--- src/rtl/edo_pkg.sv ---
package edo_pkg;
    typedef enum logic [3:0] {
        ST_PWRUP,
        ST_IDLE,
        ST_ACT,
        ST_COL,
        ST_CAS,
        ST_CASH,
        ST_OPEN,
        ST_PRE,
        ST_RCAS,
        ST_RRAS,
        ST_RPRE
    } edo_state_e;
endpackage

--- src/rtl/edo_refresh_timer.sv ---
// Raises a refresh request every REFI_CYC clocks; cleared by ack_i.
module edo_refresh_timer #(
    parameter int REFI_CYC = 1562
) (
    input  logic clk,
    input  logic rst_n,
    input  logic ack_i,
    output logic pend_o
);
    localparam int TW = $clog2(REFI_CYC + 1);

    logic [TW-1:0] cnt_q;

    always_ff @(posedge clk) begin
        if (!rst_n) begin
            cnt_q  <= TW'(REFI_CYC - 1);
            pend_o <= 1'b0;
        end else if (cnt_q == '0) begin
            cnt_q  <= TW'(REFI_CYC - 1);
            pend_o <= 1'b1;
        end else begin
            cnt_q <= cnt_q - 1'b1;
            if (ack_i) pend_o <= 1'b0;
        end
    end
endmodule

--- src/rtl/edo_ras_guard.sv ---
// Counts the row cycle time from each row strobe fall.
module edo_ras_guard #(
    parameter int T_RC = 9
) (
    input  logic clk,
    input  logic rst_n,
    input  logic start_i,
    output logic clear_o
);
    localparam int GW = $clog2(T_RC + 1);

    logic [GW-1:0] cnt_q;

    always_ff @(posedge clk) begin
        if (!rst_n)              cnt_q <= '0;
        else if (start_i)        cnt_q <= GW'(T_RC - 1);
        else if (cnt_q != '0)    cnt_q <= cnt_q - 1'b1;
    end

    assign clear_o = (cnt_q == '0);
endmodule

--- src/rtl/edo_row_track.sv ---
// Remembers the open row and compares an incoming row against it.
module edo_row_track #(
    parameter int ROW_W = 12
) (
    input  logic             clk,
    input  logic             rst_n,
    input  logic             open_i,
    input  logic             close_i,
    input  logic [ROW_W-1:0] row_i,
    input  logic [ROW_W-1:0] cmp_row_i,
    output logic             hit_o
);
    logic             valid_q;
    logic [ROW_W-1:0] row_q;

    always_ff @(posedge clk) begin
        if (!rst_n) begin
            valid_q <= 1'b0;
            row_q   <= '0;
        end else if (open_i) begin
            valid_q <= 1'b1;
            row_q   <= row_i;
        end else if (close_i) begin
            valid_q <= 1'b0;
        end
    end

    assign hit_o = valid_q && (row_q == cmp_row_i);
endmodule

--- src/rtl/edo_dram_ctrl.sv ---
module edo_dram_ctrl
    import edo_pkg::*;
#(
    parameter int ROW_W      = 12,
    parameter int COL_W      = 10,
    parameter int DQ_W       = 4,
    parameter int PWRUP_CYC  = 20000,
    parameter int REFI_CYC   = 1562,
    parameter int INIT_REF   = 8,
    parameter int T_RC       = 9,
    parameter int T_RP       = 3,
    parameter int T_RCD      = 2,
    parameter int T_CAS      = 2,
    parameter int T_RAS      = 5,
    parameter int IDLE_CLOSE = 64
) (
    input  logic                                    clk,
    input  logic                                    rst_n,
    input  logic                                    req_valid,
    output logic                                    req_ready,
    input  logic [ROW_W+COL_W-1:0]                  req_addr,
    input  logic                                    req_we,
    input  logic [DQ_W-1:0]                         req_wdata,
    output logic                                    rd_valid,
    output logic [DQ_W-1:0]                         rd_data,
    output logic [((ROW_W>COL_W)?ROW_W:COL_W)-1:0]  dram_addr,
    output logic                                    dram_ras_n,
    output logic                                    dram_cas_n,
    output logic                                    dram_we_n,
    output logic                                    dram_oe_n,
    input  logic [DQ_W-1:0]                         dram_dq_in,
    output logic [DQ_W-1:0]                         dram_dq_out,
    output logic                                    dram_dq_oe
);
    localparam int ADDR_W  = ROW_W + COL_W;
    localparam int BUS_W   = (ROW_W > COL_W) ? ROW_W : COL_W;
    localparam int CNT_MAX = (PWRUP_CYC > IDLE_CLOSE) ? PWRUP_CYC : IDLE_CLOSE;
    localparam int CNT_W   = $clog2(CNT_MAX + 1);
    localparam int INIT_W  = $clog2(INIT_REF + 1);

    edo_state_e        state_q, state_d;
    logic [CNT_W-1:0]  wcnt_q;
    logic [INIT_W-1:0] init_left_q;
    logic [ROW_W-1:0]  lat_row_q;
    logic [COL_W-1:0]  lat_col_q;
    logic              lat_we_q;
    logic [DQ_W-1:0]   lat_wd_q;
    logic              have_req_q;
    logic              rd_valid_q;
    logic [DQ_W-1:0]   rd_data_q;

    logic ref_pend, rc_clear, row_hit;
    logic accept, ref_go, wdone, ras_start;

    function automatic logic [CNT_W-1:0] dur(edo_state_e s);
        unique case (s)
            ST_PWRUP:        dur = CNT_W'(PWRUP_CYC - 1);
            ST_ACT:          dur = CNT_W'(T_RCD - 1);
            ST_CAS:          dur = CNT_W'(T_CAS - 1);
            ST_RRAS:         dur = CNT_W'(T_RAS - 1);
            ST_PRE, ST_RPRE: dur = CNT_W'(T_RP - 1);
            ST_OPEN:         dur = CNT_W'(IDLE_CLOSE - 1);
            default:         dur = '0;
        endcase
    endfunction

    assign accept    = req_valid && req_ready;
    assign ref_go    = ref_pend || (init_left_q != '0);
    assign wdone     = (wcnt_q == '0);
    assign ras_start = (state_d != state_q) && ((state_d == ST_ACT) || (state_d == ST_RRAS));

    edo_refresh_timer #(.REFI_CYC(REFI_CYC)) u_ref (
        .clk    (clk),
        .rst_n  (rst_n),
        .ack_i  (state_q == ST_RCAS),
        .pend_o (ref_pend)
    );

    edo_ras_guard #(.T_RC(T_RC)) u_guard (
        .clk     (clk),
        .rst_n   (rst_n),
        .start_i (ras_start),
        .clear_o (rc_clear)
    );

    edo_row_track #(.ROW_W(ROW_W)) u_row (
        .clk       (clk),
        .rst_n     (rst_n),
        .open_i    (state_q == ST_ACT),
        .close_i   (state_q == ST_PRE),
        .row_i     (lat_row_q),
        .cmp_row_i (req_addr[ADDR_W-1:COL_W]),
        .hit_o     (row_hit)
    );

    // Ready depends only on state, never on req_valid.
    always_comb begin
        unique case (state_q)
            ST_IDLE:          req_ready = !ref_go && !have_req_q && rc_clear;
            ST_CASH, ST_OPEN: req_ready = !ref_go;
            default:          req_ready = 1'b0;
        endcase
    end

    // Next-state logic.
    always_comb begin
        state_d = state_q;
        unique case (state_q)
            ST_PWRUP: if (wdone) state_d = ST_IDLE;
            ST_IDLE: begin
                if (ref_go && rc_clear)          state_d = ST_RCAS;
                else if (have_req_q && rc_clear) state_d = ST_ACT;
                else if (accept)                 state_d = ST_ACT;
            end
            ST_ACT:  if (wdone) state_d = ST_COL;
            ST_COL:  state_d = ST_CAS;
            ST_CAS:  if (wdone) state_d = ST_CASH;
            ST_CASH, ST_OPEN: begin
                if (ref_go)                            state_d = ST_PRE;
                else if (accept)                       state_d = row_hit ? ST_COL : ST_PRE;
                else if (state_q == ST_CASH)           state_d = ST_OPEN;
                else if (wdone)                        state_d = ST_PRE;
            end
            ST_PRE:  if (wdone) state_d = ST_IDLE;
            ST_RCAS: state_d = ST_RRAS;
            ST_RRAS: if (wdone) state_d = ST_RPRE;
            ST_RPRE: if (wdone) state_d = ST_IDLE;
            default: state_d = ST_IDLE;
        endcase
    end

    // State register and its dwell counter.
    always_ff @(posedge clk) begin
        if (!rst_n) begin
            state_q <= ST_PWRUP;
            wcnt_q  <= CNT_W'(PWRUP_CYC - 1);
        end else begin
            state_q <= state_d;
            if (state_d != state_q) wcnt_q <= dur(state_d);
            else if (!wdone)        wcnt_q <= wcnt_q - 1'b1;
        end
    end

    // Request latch, init refresh count and read capture.
    always_ff @(posedge clk) begin
        if (!rst_n) begin
            init_left_q <= INIT_W'(INIT_REF);
            lat_row_q   <= '0;
            lat_col_q   <= '0;
            lat_we_q    <= 1'b0;
            lat_wd_q    <= '0;
            have_req_q  <= 1'b0;
            rd_valid_q  <= 1'b0;
            rd_data_q   <= '0;
        end else begin
            if ((state_q == ST_RCAS) && (init_left_q != '0))
                init_left_q <= init_left_q - 1'b1;
            if (accept) begin
                lat_row_q <= req_addr[ADDR_W-1:COL_W];
                lat_col_q <= req_addr[COL_W-1:0];
                lat_we_q  <= req_we;
                lat_wd_q  <= req_wdata;
            end
            if (state_d == ST_COL) have_req_q <= 1'b0;
            else if (accept)       have_req_q <= 1'b1;
            rd_valid_q <= (state_q == ST_CAS) && (state_d == ST_CASH) && !lat_we_q;
            if ((state_q == ST_CAS) && (state_d == ST_CASH) && !lat_we_q)
                rd_data_q <= dram_dq_in;
        end
    end

    // Memory-side outputs decoded from the state.
    always_comb begin
        dram_ras_n  = 1'b1;
        dram_cas_n  = 1'b1;
        dram_we_n   = 1'b1;
        dram_oe_n   = 1'b1;
        dram_dq_oe  = 1'b0;
        dram_addr   = '0;
        dram_dq_out = lat_wd_q;
        unique case (state_q)
            ST_ACT: begin
                dram_ras_n = 1'b0;
                dram_addr  = BUS_W'(lat_row_q);
            end
            ST_COL, ST_CAS: begin
                dram_ras_n = 1'b0;
                dram_cas_n = (state_q == ST_COL);
                dram_addr  = BUS_W'(lat_col_q);
                dram_we_n  = !lat_we_q;
                dram_oe_n  = lat_we_q;
                dram_dq_oe = lat_we_q;
            end
            ST_CASH, ST_OPEN: dram_ras_n = 1'b0;
            ST_RCAS: dram_cas_n = 1'b0;
            ST_RRAS: begin
                dram_cas_n = 1'b0;
                dram_ras_n = 1'b0;
            end
            default: ;
        endcase
    end

    assign rd_valid = rd_valid_q;
    assign rd_data  = rd_data_q;
endmodule

--- config.mk ---
export PLATFORM = sky130hd
export DESIGN_NAME = edo_dram_ctrl
export DESIGN_NICKNAME = d
export VERILOG_FILES = /design/src/rtl/edo_pkg.sv /design/src/rtl/edo_refresh_timer.sv /design/src/rtl/edo_ras_guard.sv /design/src/rtl/edo_row_track.sv /design/src/rtl/edo_dram_ctrl.sv
export SDC_FILE = /design/constraint.sdc
export NUM_CORES = 1
export LEC_CHECK = 0
export ABC_AREA = 0
export BUFFER_PORTS_ARGS = -buffer_cell sky130_fd_sc_hd__buf_2
export CELL_PAD_IN_SITES_DETAIL_PLACEMENT = 1
export CELL_PAD_IN_SITES_GLOBAL_PLACEMENT = 2
export CORE_MARGIN = 10
export CORE_UTILIZATION = 25
export CTS_BUF_LIST = sky130_fd_sc_hd__clkbuf_4 sky130_fd_sc_hd__clkbuf_8
export CTS_CLUSTER_SIZE = 28
export DETAILED_ROUTE_END_ITERATION = 10
export PLACE_DENSITY_LB_ADDON = 0.1
export REMOVE_ABC_BUFFERS = 1
export SYNTH_ARGS = -nofsm -noshare
export SYNTH_HDL_FRONTEND = slang
export SYNTH_SLANG_ARGS = --single-unit
--- constraint.sdc ---
create_clock -name clk -period 2.1 [get_ports clk]
set_input_delay 0.42 -clock clk [delete_from_list [all_inputs] [get_ports clk]]
set_output_delay 0.42 -clock clk [all_outputs]
set_load 0.02 [all_outputs]
==> results of run 1 <==
[worst reg2reg max path: cells and delay by family, from the launching register on]
kind	cells	cell delay, ps
fa+ha+maj	1	140
simple gates	1	400
compound gates	5	1150
flops	1	330
buf+inv	3	360
[flip-flops by register name, summed over array words and instances (netlist names), 4 cells and up]
name	cells
dram_dq_out	4
init_left_q	4
lat_col_q	10
lat_row_q	12
rd_data	4
state_q	4
u_guard.cnt_q	4
u_ref.cnt_q	11
u_row.row_q	12
wcnt_q	15
[area by class of cell]
class	count	area share
timing repair buffer	178	0.223
clock inverter	4	0.00834
tap	220	0.0408
clock buffer	11	0.0215
sequential	85	0.253
multi-input combinational	395	0.446
inverter	14	0.00778
[per-layer routing]
metal / routed length, um / vias to the layer above / track usage
met5: 0 / - / 0
met4: 318 / 0 / 0.0599
met2: 8000 / 58 / 0.227
li1: - / 2085 / -
met3: 520 / 21 / 0.0276
met1: 6630 / 2099 / 0.157
[cell families after synthesis]
logic type | synth area share
compound gates | 0.156
fa+ha+maj | 0.0180
flops | 0.408
mux | 0.0168
buf+inv | 0.0396
xor+xnor | 0.0778
simple gates | 0.283
[how the worst max path moves through the flow]
| stage | startpoint | to | slack (ps) | cells past startpoint |
|---|---|---|---|---|
| final | u_guard.cnt_q[0] | u_guard.cnt_q[3] | -320 | 10 |
| after global routing | wcnt_q[0] | u_guard.cnt_q[0] | -430 | 10 |
| after CTS | u_guard.cnt_q[1] | req_ready | -310 | 7 |
| after detailed placement | init_left_q[0] | wcnt_q[1] | -390 | 9 |
| after global placement | init_left_q[0] | wcnt_q[1] | -320 | 9 |
| after floorplan | state_q[0] | state_q[2] | -810 | 7 |
[cells in the final DEF (no fill, tap or decap), types with 10 or more instances in the layout]
| cell type | instances |
|---|---|
| sky130_fd_sc_hd__xnor2_1 | 25 |
| sky130_fd_sc_hd__nor3_1 | 11 |
| sky130_fd_sc_hd__nor2_1 | 36 |
| sky130_fd_sc_hd__nand2_4 | 34 |
| sky130_fd_sc_hd__xor2_1 | 11 |
| sky130_fd_sc_hd__nand2_1 | 70 |
| sky130_fd_sc_hd__buf_4 | 86 |
| sky130_fd_sc_hd__buf_2 | 43 |
| sky130_fd_sc_hd__nand2_2 | 26 |
| sky130_fd_sc_hd__a21oi_2 | 26 |
| sky130_fd_sc_hd__clkbuf_8 | 10 |
| sky130_fd_sc_hd__dfxtp_1 | 78 |
| sky130_fd_sc_hd__buf_6 | 38 |
| sky130_fd_sc_hd__a21oi_1 | 27 |
[report_power, final]
group | switching, mW | total, mW | internal [mW] | leakage, nW
clock network | 0.662 | 1.26 | 0.598 | 0.103
logic | 1.59 | 3.18 | 1.60 | 2.20
registers | 0.135 | 1.94 | 1.81 | 0.692
[repair_timing]
| item | in CTS | in global routing |
|---|---|---|
| cloned | 2 | 4 |
| endpoints found under the setup margin | 75 | 82 |
| buffers inserted | 23 | 16 |
| pin swaps | 33 | 62 |
| resized for setup | 157 | 117 |
==> results.txt, run 1 <==
Summed over all layers, the routed wires come to 15.5 mm. Based on the critical path, the design can be clocked at up to 413 MHz. The clock transition at the register clock pins on the worst setup and hold paths after CTS came out at 90 ps. The number of top-level design ports is 61. The number of max-capacitance violations reported is 0. The design draws 6.39 mW.

The number of buffers and inverters on the critical path is 3. Relative to the synthesized area, the layout overhead comes to 62.0%. The placement-stage worst setup slack is -394 ps. The flow ran to the end, but the final reports show violations. The remaining design rule violation count came out at 0. The die area came out at 22200 um^2. The final net count is 723.

The shortest clock period the worst path allows after layout is 2420 ps. The slowest library cell on the worst path is sky130_fd_sc_hd__a2111o_1. STA classifies the critical path endpoint as a flop.

The transition time of the tightest slew-check pin came out at 656 ps. For this block, the via count after detailed routing is 4263. The number of antenna-violating nets in the routed design is 0. The power per standard cell area came out at 946 nW/um^2. The layout filler cell count came out at 1914. The overflow left after global routing came out at 0. The region available for standard cell placement spans 16500 um^2. The final reports fail on negative setup slack.

Setup repair after global routing could not meet its margin everywhere. The worst register-to-register path has a depth of 10. The overall die width is 149 um. The largest fanout on the critical path is 8. Detailed placement ended at an HPWL of 10.1 mm. The number of stages on the worst hold path came out at 3. The number of global-route vias before repair came out at 4615. The endpoint required time on the critical path is 2430 ps. Dividing the detail-routed wire length by the instance count gives 17.1 um. The element type at the critical path start is a flop. The count of warnings emitted by yosys came out at 0. The number of hold buffers added after CTS was 0.

The final-report setup violation count came out at 60. The worst hold path begins at dram_dq_in[1]. The mean post-synth cell area came out at 8.03 um^2. The portion of the clock cycle consumed by the worst path in the final layout came out at 1.15. Among all flip-flop cells after synthesis, the most frequent one is sky130_fd_sc_hd__dfxtp_1.

The utilization after layout came out at 0.410. The first global-routing pass estimated 23.6 mm of wire. After synthesis, the cell types taking the most area are sky130_fd_sc_hd__dfxtp_1 41%, sky130_fd_sc_hd__nand2_1 12%, sky130_fd_sc_hd__a21oi_1 6.2%, sky130_fd_sc_hd__xnor2_1 5.3%, sky130_fd_sc_hd__nor2_1 3.9%. The worst stage delay on the critical path came out at 460 ps. The leakage power came out at 3.00 nW.

The critical path goes through inv_2, ha_4, or3b_4, buf_6, a2111o_1, a21o_1, o32a_4, buf_6, a21oi_2, o21a_1. The type of the tightest min-delay check is in2reg. The number of pins exceeding their max-slew limit in the final report came out at 0. The share of synthesized area in the top cell type comes to 0.408.

The total iterations of the first detailed-routing run is 4. After floorplanning, the core was divided into 47 placement rows. The path with the worst hold slack has its endpoint at rd_data[1]. The cell area after placement came out at 5220 um^2.

In the routed layout, each cell is associated on average with a via count of 4.70. In the post-synthesis netlist, the cell with the most instances is sky130_fd_sc_hd__nand2_1. In the final layout, flip-flops and latches occupy 1710 um^2. The share of layout cells above drive strength 1 is 0.508. Data on the critical path arrives at its endpoint at 2760 ps. The number of failing hold endpoints at the final stage is 0.

Counting along the longest clock path gives a buffer depth of 2. The number of I/O port buffers came out at 60. The final worst-path setup slack came out at -323 ps. The post-synthesis instance total is 519.

In this run the clock root is driven by a sky130_fd_sc_hd__clkbuf_8. The starting utilization of the core area is 0.253. The most repeated library cell on the critical path is sky130_fd_sc_hd__buf_6.

After synthesis the netlist holds a flip-flop and latch count of 85. The worst register-to-register path has a setup slack of -320 ps. The number of design-rule violations left by the first detailed-router iteration is 134.

The proportion of register bits with asynchronous set or reset after synthesis is 0. The final cell count without fillers is 907. On the final layout, the worst clock skew is 11.2 ps. Summed over all instances, the cell type with the most area after synthesis is sky130_fd_sc_hd__dfxtp_1. The total routing resource utilization after global routing came out at 0.133. The antenna diode instance count is 0. The total area of multi-input combinational cells is 3010 um^2. The worst hold margin is 264 ps. Entering global routing, the biggest net connects 29 pins. The kind of cell with the highest combined delay along the critical path is compound AO/OA/AOI/OAI gates. The worst pin sits at a relative slew slack of 0.563.

The H-tree depth came out at 3. The maximum vdd ir drop came out at 393 uV. The setup TNS came out at -10200 ps. In this run the critical register-to-register path is captured at u_guard.cnt_q[3].

The number of antenna violations at the first check in global routing is 0. The startpoint identified for the worst register-to-register timing path is u_guard.cnt_q[0]. TritonCTS built the clock tree. By startpoint and endpoint, the worst setup path is classified as reg2reg.

The number of cells in the design after placement came out at 852. The post-route standard cell area excluding fillers is 6750 um^2. After synthesis, the most frequently instantiated cells are 129 x sky130_fd_sc_hd__nand2_1, 85 x sky130_fd_sc_hd__dfxtp_1, 52 x sky130_fd_sc_hd__a21oi_1. The cell area after technology mapping came out at 4170 um^2.

CTS saw 85 sinks. Clock latency on the worst-skew pair, taken at its later pin, is 390 ps. The die height is 149 um.

The number of different library cells used by synthesis comes to 59. The sequential share of the synthesized area is 0.408. The number of clock buffers inserted by TritonCTS is 9. Yosys mapped a number of flops with a built-in enable equal to 0. The final weighted congestion of routability-driven global placement is 0.806.
(Power assumes the default switching activity.)
==> run 2, diff against run 1 <==
- ABC_AREA: 0 -> 1
- SETUP_SLACK_MARGIN: unset -> 0.3
==> run 2 against run 1 <==
Effect of this change: the flow now finishes without violations; register-to-register slack gained 380 ps; utilization is 1.1 points lower; sequential share of layout area is 0.83 points higher; die area is 0.93% higher; sequential power is essentially flat; clock power hardly changed; sequential cell count stayed put; worst hold slack improved by 33 ps.
==> results.txt, run 2 <==
The maximum vdd ir drop came out at 372 uV (-5.2%). The kind of end point of the critical path is an output port. In this run the clock root is driven by a sky130_fd_sc_hd__clkbuf_8. Leaving out fill and tap cells, the most frequent cells in the layout are 109 x sky130_fd_sc_hd__nand2_1, 88 x sky130_fd_sc_hd__buf_4, 80 x sky130_fd_sc_hd__nor2_1, 74 x sky130_fd_sc_hd__dfxtp_1, 55 x sky130_fd_sc_hd__inv_1. The largest net degree at the start of global routing was 33 (+14%). The share of the synthesized area in the top cell type came out at 0.404 (-0.00437). The number of global-route vias before repair came out at 4939 (+7.0%). The die area came out at 22400 um^2 (+0.93%). The leakage power is 3.11 nW (+3.6%).

The transition time of the tightest slew-check pin came out at 418 ps (-238 ps). The largest fanout on the critical path came out at 7 (-1). The post-detailed-route wirelength per cell is 15.1 um (-11%). The number of antenna-violating nets in the routed design is 0 (unchanged). The kind of critical path is reg2out. The cell area after technology mapping came out at 4210 um^2 (+1.1%). The number of antenna violations at the first check in global routing is 0 (unchanged). The vias after detailed routing came to 4556 (+6.9%).

The die height came out at 150 um (+0.47%). The leading area contributor after synthesis is sky130_fd_sc_hd__dfxtp_1. The shortest clock period the worst path allows after layout is 2070 ps (-355 ps). The number of clock buffers inserted by TritonCTS is 9 (unchanged).

The most instantiated flip-flop cell in the synthesis netlist is sky130_fd_sc_hd__dfxtp_1. The starting utilization of the core area is 0.255 (+0.00183). The maximum buffer depth of the clock tree came out at 2 (unchanged).

The wire length of the first global-routing pass came to 24.6 mm (+4.5%). The number of I/O port buffers came out at 60 (unchanged). The unique cell type count in the Yosys netlist is 37 (-37%). The placeable core area came out at 16500 um^2 (+0.36%). The peak clock frequency supported by timing came out at 483 MHz (+17%). The XOR/XNOR share of the synthesized area is 0.0291 (-0.0487).

The CTS tree is done. In the final layout, the registers with the most flip-flops are wcnt_q: 15 flops, lat_row_q: 12 flops, u_row.row_q: 12 flops. The proportion of register bits with asynchronous set or reset after synthesis is 0 (unchanged). Setup repair after global routing could not meet its margin everywhere.

The layout-stage area growth over the synthesis result is 56.6%. The overall routed net length came out at 15.4 mm (-0.74%). By area, the combinational part of the netlist is dominated by simple AND/OR/NAND/NOR gates. The total routing resource utilization after global routing is 0.136 (+0.00339). The flop-to-flop setup slack is 60 ps (+380 ps). The number of design-rule violations left by the first detailed-router iteration is 100 (-25%). The flip-flop count of the largest register after layout was 15 (unchanged).

The total iterations of the first detailed-routing run was 4 (unchanged). The portion of the clock cycle consumed by the worst path in the final layout is 0.985 (-0.169). The combined buffer and inverter count along the critical path is 5 (+2). The total area of multi-input combinational cells is 2760 um^2 (-8.4%). The count of warnings emitted by yosys came to 0 (unchanged).

The register bit count reported by yosys was 85 (unchanged). The fraction of the mapped netlist area in compound gates came to 0.113 (-0.0436). The final net count came out at 832 (+15%). The setup TNS is 0 ps (+10200 ps). The worst-skew pair later-pin latency is 370 ps (-20 ps). In the synthesized netlist, the cells that appear most often are 161 x sky130_fd_sc_hd__nand2_1, 106 x sky130_fd_sc_hd__nor2_1, 85 x sky130_fd_sc_hd__dfxtp_1. The count of flip-flops with a built-in enable after synthesis is 0 (unchanged). The most common library cell in the layout ignoring fill and taps is sky130_fd_sc_hd__nand2_1. The share of layout cells above drive strength 1 is 0.440 (-0.0676). The signal on the critical path passes through nand2_2, inv_2, buf_6, a21oi_4, inv_2, buf_12, nand2_1, nand2_1, buf_6. The number of failing hold endpoints at the final stage was 0 (unchanged). The number of placement rows is 47 (unchanged).

The most common cell in the synthesized netlist is sky130_fd_sc_hd__nand2_1. The worst stage delay on the critical path is 400 ps (-60 ps). The overflow left after global routing came out at 0 (unchanged). The storage element area came out at 1730 um^2 (+0.88%). In this run the worst hold path is classified as in2reg. The mean post-synth cell area came to 6.67 um^2 (-17%). The detail-routed via count per cell came out at 4.48 (-4.7%). The worst setup path is launched from a flop. The final weighted congestion of routability-driven global placement is 0.820 (+1.7%). The largest clock skew in the final design is 4.58 ps (-6.65 ps). The overall power of the completed layout came to 6.52 mW (+2.1%).

By area the synthesized netlist is led by sky130_fd_sc_hd__dfxtp_1 40%, sky130_fd_sc_hd__nand2_1 14%, sky130_fd_sc_hd__nor2_1 9.4%, sky130_fd_sc_hd__inv_1 6.4%, sky130_fd_sc_hd__a21oi_1 5.0%. The number of top-level design ports came out at 61 (unchanged). The remaining design rule violation count is 0 (unchanged). The overall die width came to 150 um (+0.47%).

The post-detailed-placement half-perimeter wirelength is 10.9 mm (+8.3%). The run finished with clean final reports. The register with the most flip-flops is wcnt_q. The endpoint required time on the critical path came out at 1680 ps (-750 ps). The antenna diode instance count came to 0 (unchanged). The adder and majority cell fraction of the synthesized area is 0.0178 (-0.000193). The post-synthesis instance total came out at 631 (+22%). The total number of clock tree sinks is 85 (unchanged).

The arrival time of the worst setup path is 1650 ps (-1110 ps). The number of pins exceeding their max-slew limit in the final report is 0 (unchanged). The power per standard cell area is 989 nW/um^2 (+4.5%). The final-report setup violation count came to 0 (-100%). The sequential share of the synthesized area is 0.404 (-0.00437). The clock transition at the register clock pins on the worst setup and hold paths after CTS is 90 ps (about the same).

The H-tree depth is 3 (unchanged). On the critical path, the stage with the largest delay is an instance of sky130_fd_sc_hd__dfxtp_4. The relative max-transition margin is 0.719 (+0.157). The layout filler cell count came out at 2030 (+6.1%). The area fraction in and, or, nand and nor cells after synthesis is 0.351 (+0.0680).

The number of max-capacitance violations reported is 0 (unchanged). The cell family contributing the most delay on the critical path is buffers and inverters. The proportion of synthesized area in mux cells is 0 (-0.0168).
-- run 2: report_power, final --
part           internal (mW)  switching [mW]
Clock                  0.644           0.642
Sequential              1.80           0.137
Combinational           1.51            1.79
-- run 2: repair_timing --
item	4_1_cts	5_1_grt
gates cloned	0	0
pin swaps	39	36
endpoints found under the setup margin	80	83
gates resized for setup	161	101
hold endpoints to repair	0	0
hold buffers	0	0
setup buffers	25	14
-- run 2: through the flow --
stage,cell area (um^2),util,hold WS (ps),std cells,setup WS (ps)
global placement,5220,0.316,375,962,-69.9
floorplan,4140,-,366,614,-324
CTS,6150,0.372,268,1003,32.1
detailed placement,5220,0.316,395,962,-180
finish,6590,0.399,298,1017,31.7
global route,6590,0.399,266,1017,-69.8
-- run 2: cell type report --
cell class                 count  share of cell area
clock buffer                  13              0.0252
clock inverter                 3             0.00664
inverter                      76              0.0463
multi-input combinational    453               0.418
sequential                    85               0.262
tap                          220              0.0417
timing repair buffer         167               0.200
-- run 2: path summary, 6_finish.rpt --
kind / from / endpoint / cells past startpoint
setup / recovery: state_q[1] / dram_addr[0] / 9
hold / removal: req_addr[4] / lat_col_q[4] / 3
setup reg to reg: wcnt_q[0] / u_guard.cnt_q[2] / 15
hold reg to reg: u_ref.cnt_q[0] / u_ref.cnt_q[0] / 1
-- run 2: kinds of logic (layout without fill, tap and decap cells) --
logic type	Yosys count	after routing
AOI/OAI and AO/OA	91	91
xor gates and xnor gates	14	14
adders and majority gates	6	6
buffers and inverters	93	259
DFF	85	85
and+or+nand+nor	342	342
-- run 2: routing by layer --
metal  vias up  share of wire  GRT usage
li1       2304              -          -
met1      2195           0.43      0.157
met2        45           0.53      0.245
met3        12          0.030     0.0332
met4         0          0.017     0.0364
met5         -              0          0
-- run 2: worst reg2reg max path, delay by kind of cell, from the launching register on --
family / cells / cell delay [ps]
AOI/OAI and AO/OA: 1 / 170
adders and majority gates: 1 / 150
buffers and inverters: 4 / 470
DFF: 1 / 320
and+or+nand+nor: 9 / 830
==> run 3, diff against run 2 <==
--- a/config.mk
+++ b/config.mk
@@ -12,6 +12,4 @@
 export CORE_MARGIN = 10
 export CORE_UTILIZATION = 25
-export CTS_BUF_LIST = sky130_fd_sc_hd__clkbuf_4 sky130_fd_sc_hd__clkbuf_8
-export CTS_CLUSTER_SIZE = 28
 export DETAILED_ROUTE_END_ITERATION = 10
 export PLACE_DENSITY_LB_ADDON = 0.1
==> constraint.sdc (replaced) <==
create_clock -name clk -period 2.1 [get_ports clk]
set_input_delay 0.105 -clock clk [delete_from_list [all_inputs] [get_ports clk]]
set_output_delay 0.105 -clock clk [all_outputs]
set_load 0.02 [all_outputs]
==> run 3 against run 2 <==
Effect of this change: final cell count down 0.79%; non-clock buffer count down 7; power up 2.2%; first-iteration DRC count down 23%; sequential share of layout area about the same; largest power group unchanged; highest routed layer unchanged.
==> results.txt, run 3 (same netlist as run 2, synthesis figures left out) <==
The total number of clock tree sinks is 85 (unchanged). The wire length of the first global-routing pass came out at 24.3 mm (-1.1%). The overall power of the completed layout is 6.66 mW (+2.2%). The portion of the clock cycle consumed by the worst path in the final layout is 0.979 (-0.00564). The number of max-capacitance violations reported is 0 (unchanged). The element type at the critical path start is a flop. The cell family contributing the most delay on the critical path is simple AND/OR/NAND/NOR gates. The routed length on met1 came to 6.44 mm (-1.9%). The final weighted congestion of routability-driven global placement is 0.859 (+4.8%). The power share of the sequential group is 0.289 (-0.008). The placeable core area is 16500 um^2 (unchanged). The switching power as a share of total power came out at 0.383 (-0.0113). The starting utilization of the core area is 0.255 (unchanged). The vias after detailed routing came out at 4496 (-1.3%). The run finished with clean final reports. The overall die width came to 150 um (unchanged). The die area is 22400 um^2 (unchanged).

The number of antenna violations at the first check in global routing is 0 (unchanged). The most common library cell in the layout ignoring fill and taps is sky130_fd_sc_hd__nand2_1. The largest clock skew in the final design came to 7.55 ps (+2.98 ps).

The maximum vdd ir drop is 454 uV (+22%). The part of the total power dissipated in combinational logic came out at 0.464 (-0.042). In this design, the critical path's most frequently occurring cell is sky130_fd_sc_hd__nand2_4. The total iterations of the first detailed-routing run is 4 (unchanged). The number of placement rows came out at 47 (unchanged).

The kind of critical path is reg2reg. The flip-flop count of the largest register after layout was 15 (unchanged). The detail-routed via count per cell came out at 4.46 (-0.53%). The final-report setup violation count is 0 (unchanged).

The worst-skew pair later-pin latency came to 350 ps (-20 ps). The signal on the critical path passes through inv_2, ha_4, nand2_4, nor2_4, nand3_1, nand2_1, nand2_1, nor2_2, nand4_1, nand2_2, nand3_4, buf_6, nand2_4, nand2_4, nor2_2. The number of top-level design ports was 61 (unchanged). The number of pins exceeding their max-slew limit in the final report is 0 (unchanged).

The number of failing hold endpoints at the final stage is 0 (unchanged). The layout-stage area growth over the synthesis result is 56.2%. The root cell of the clock tree is sky130_fd_sc_hd__clkbuf_16. The CTS tree is done. The number of global-route vias before repair came out at 4955 (+0.32%). The placement-stage worst setup slack was -139 ps (+41.2 ps). The die height is 150 um (unchanged). The transition time of the tightest slew-check pin was 429 ps (+10.8 ps). The number of antenna-violating nets in the routed design came out at 0 (unchanged).

In the final layout, the registers with the most flip-flops are wcnt_q: 15 flops, lat_row_q: 12 flops, u_row.row_q: 12 flops. STA classifies the critical path endpoint as a flop. The final worst-path setup slack is 43.6 ps (+11.8 ps). The worst stage delay on the critical path is 320 ps (-80 ps). The remaining design rule violation count is 0 (unchanged). The peak clock frequency supported by timing is 486 MHz (+0.58%). The clock transition at the register clock pins on the worst setup and hold paths after CTS is 70 ps (-20 ps). The relative max-transition margin came out at 0.714 (-0.00548). The maximum buffer depth of the clock tree came to 2 (unchanged). The shortest clock period the worst path allows after layout is 2060 ps (-11.8 ps). The power per standard cell area is 1010 nW/um^2 (+2.4%). The length of routed met3 wiring is 514 um (+12%). The post-route standard cell area excluding fillers came out at 6580 um^2 (-0.23%). In this run the top signal layer used is met4. The worst hold margin is 7.13 ps (-291 ps). The final net count came out at 825 (-0.84%).

The H-tree depth came to 3 (unchanged). The slowest library cell on the worst path is sky130_fd_sc_hd__dfxtp_2. The arrival time of the worst setup path came to 2350 ps (+700 ps). In the layout the commonest cells are 120 x sky130_fd_sc_hd__nand2_1, 82 x sky130_fd_sc_hd__nor2_1, 77 x sky130_fd_sc_hd__dfxtp_1, 75 x sky130_fd_sc_hd__buf_4, 54 x sky130_fd_sc_hd__inv_1. The fraction of power consumed by the clock network is 0.247 (+0.050).

The overflow left after global routing came out at 0 (unchanged). The largest net degree at the start of global routing was 33 (unchanged). The internal power consumption was 4.11 mW (+4.1%). The met2 wire length came out at 7.85 mm (-2.8%). The largest fanout on the critical path came out at 6 (-1). The number of clock buffers inserted by TritonCTS was 9 (unchanged). The combined buffer and inverter count along the critical path came out at 2 (-3). The post-detailed-placement half-perimeter wirelength was 10.8 mm (-0.95%). The number of I/O port buffers is 60 (unchanged).

In this run the worst hold path is classified as in2reg. The antenna diode instance count came out at 0 (unchanged). The register with the most flip-flops in the final layout is wcnt_q. The overall routed net length came out at 15.0 mm (-2.0%). The endpoint required time on the critical path is 2390 ps (+710 ps). The net switching power figure came out at 2.55 mW (-0.75%). The total routing resource utilization after global routing came to 0.136 (-0.000231). The number of design-rule violations left by the first detailed-router iteration came out at 77 (-23%).

The share of layout cells above drive strength 1 came out at 0.395 (-0.0450). The post-detailed-route wirelength per cell came out at 14.9 um (-1.2%). Setup repair after global routing could not meet its margin everywhere. The leakage power came to 3.06 nW (-1.4%). The cell area after placement is 5190 um^2 (-0.72%).
## run 3: changes by cell type in the layout (fill, tap and decap cells not counted), moves of 4 or more
cell,before,now
sky130_fd_sc_hd__clkbuf_8,11,1
sky130_fd_sc_hd__dlygate4sd3_1,0,9
sky130_fd_sc_hd__nand2_2,43,31
sky130_fd_sc_hd__nand3_1,13,17
sky130_fd_sc_hd__buf_4,88,75
sky130_fd_sc_hd__nand3_2,9,5
sky130_fd_sc_hd__nand2_1,109,120
sky130_fd_sc_hd__a21oi_2,6,2
sky130_fd_sc_hd__clkbuf_16,0,9
## run 3: final cells by class
type | instances | area (um^2)
fill | 1997 | 9950
multi-input combinational | 453 | 2720
sequential | 85 | 1720
timing repair buffer | 160 | 1270
inverter | 76 | 298
tap | 220 | 275
clock buffer | 10 | 239
clock inverter | 5 | 60.1
## run 3: worst paths after layout
kind | startpoint | end | slack [ps] | depth (start not counted)
worst min register to register | u_ref.cnt_q[0] | u_ref.cnt_q[0] | 410 | 1
worst max-delay path | wcnt_q[0] | u_guard.cnt_q[1] | 40 | 15
worst max register to register | wcnt_q[0] | u_guard.cnt_q[1] | 40 | 15
worst min-delay path | req_addr[3] | lat_col_q[3] | 7 | 3
## run 3: worst register-to-register path, delay by kind of cell, from the launching register on
family / cells / cell delay [ps]
buf+inv: 2 / 230
fa+ha+maj: 1 / 150
flops: 1 / 320
simple gates: 12 / 1290
## run 3: repair_timing
action / CTS / global route
endpoints found under the hold margin: 9 / 0
hold buffers: 9 / 0
gates cloned: 0 / 1
pin swaps: 26 / 25
setup endpoints to repair: 83 / 71
resized for setup: 116 / 119
buffers inserted: 18 / 9
## run 3: stage by stage
stage	std cells	util	TNS, ps
floorplan	614	-	-4520
global placement	957	0.314	-275
detailed placement	957	0.314	-1220
CTS	999	0.369	0
global route	1009	0.398	-1320
finish	1009	0.398	0
## run 3: power by group through the flow
stage          Clock [mW]  Combinational [mW]  Sequential [mW]
3_3_place_gp            0                2.34             1.92
4_1_cts              1.71                2.80             1.92
5_1_grt              1.80                3.44             1.95
6_report             1.65                3.09             1.93
2_1_floorplan           0                1.34             1.92
3_5_place_dp            0                2.38             1.92
## run 3: per-layer routing
| metal | vias up | track usage |
|---|---|---|
| met4 | 0 | 0.0486 |
| met2 | 56 | 0.243 |
| met1 | 2122 | 0.152 |
| met5 | - | 0 |
| li1 | 2301 | - |
| met3 | 17 | 0.0362 |
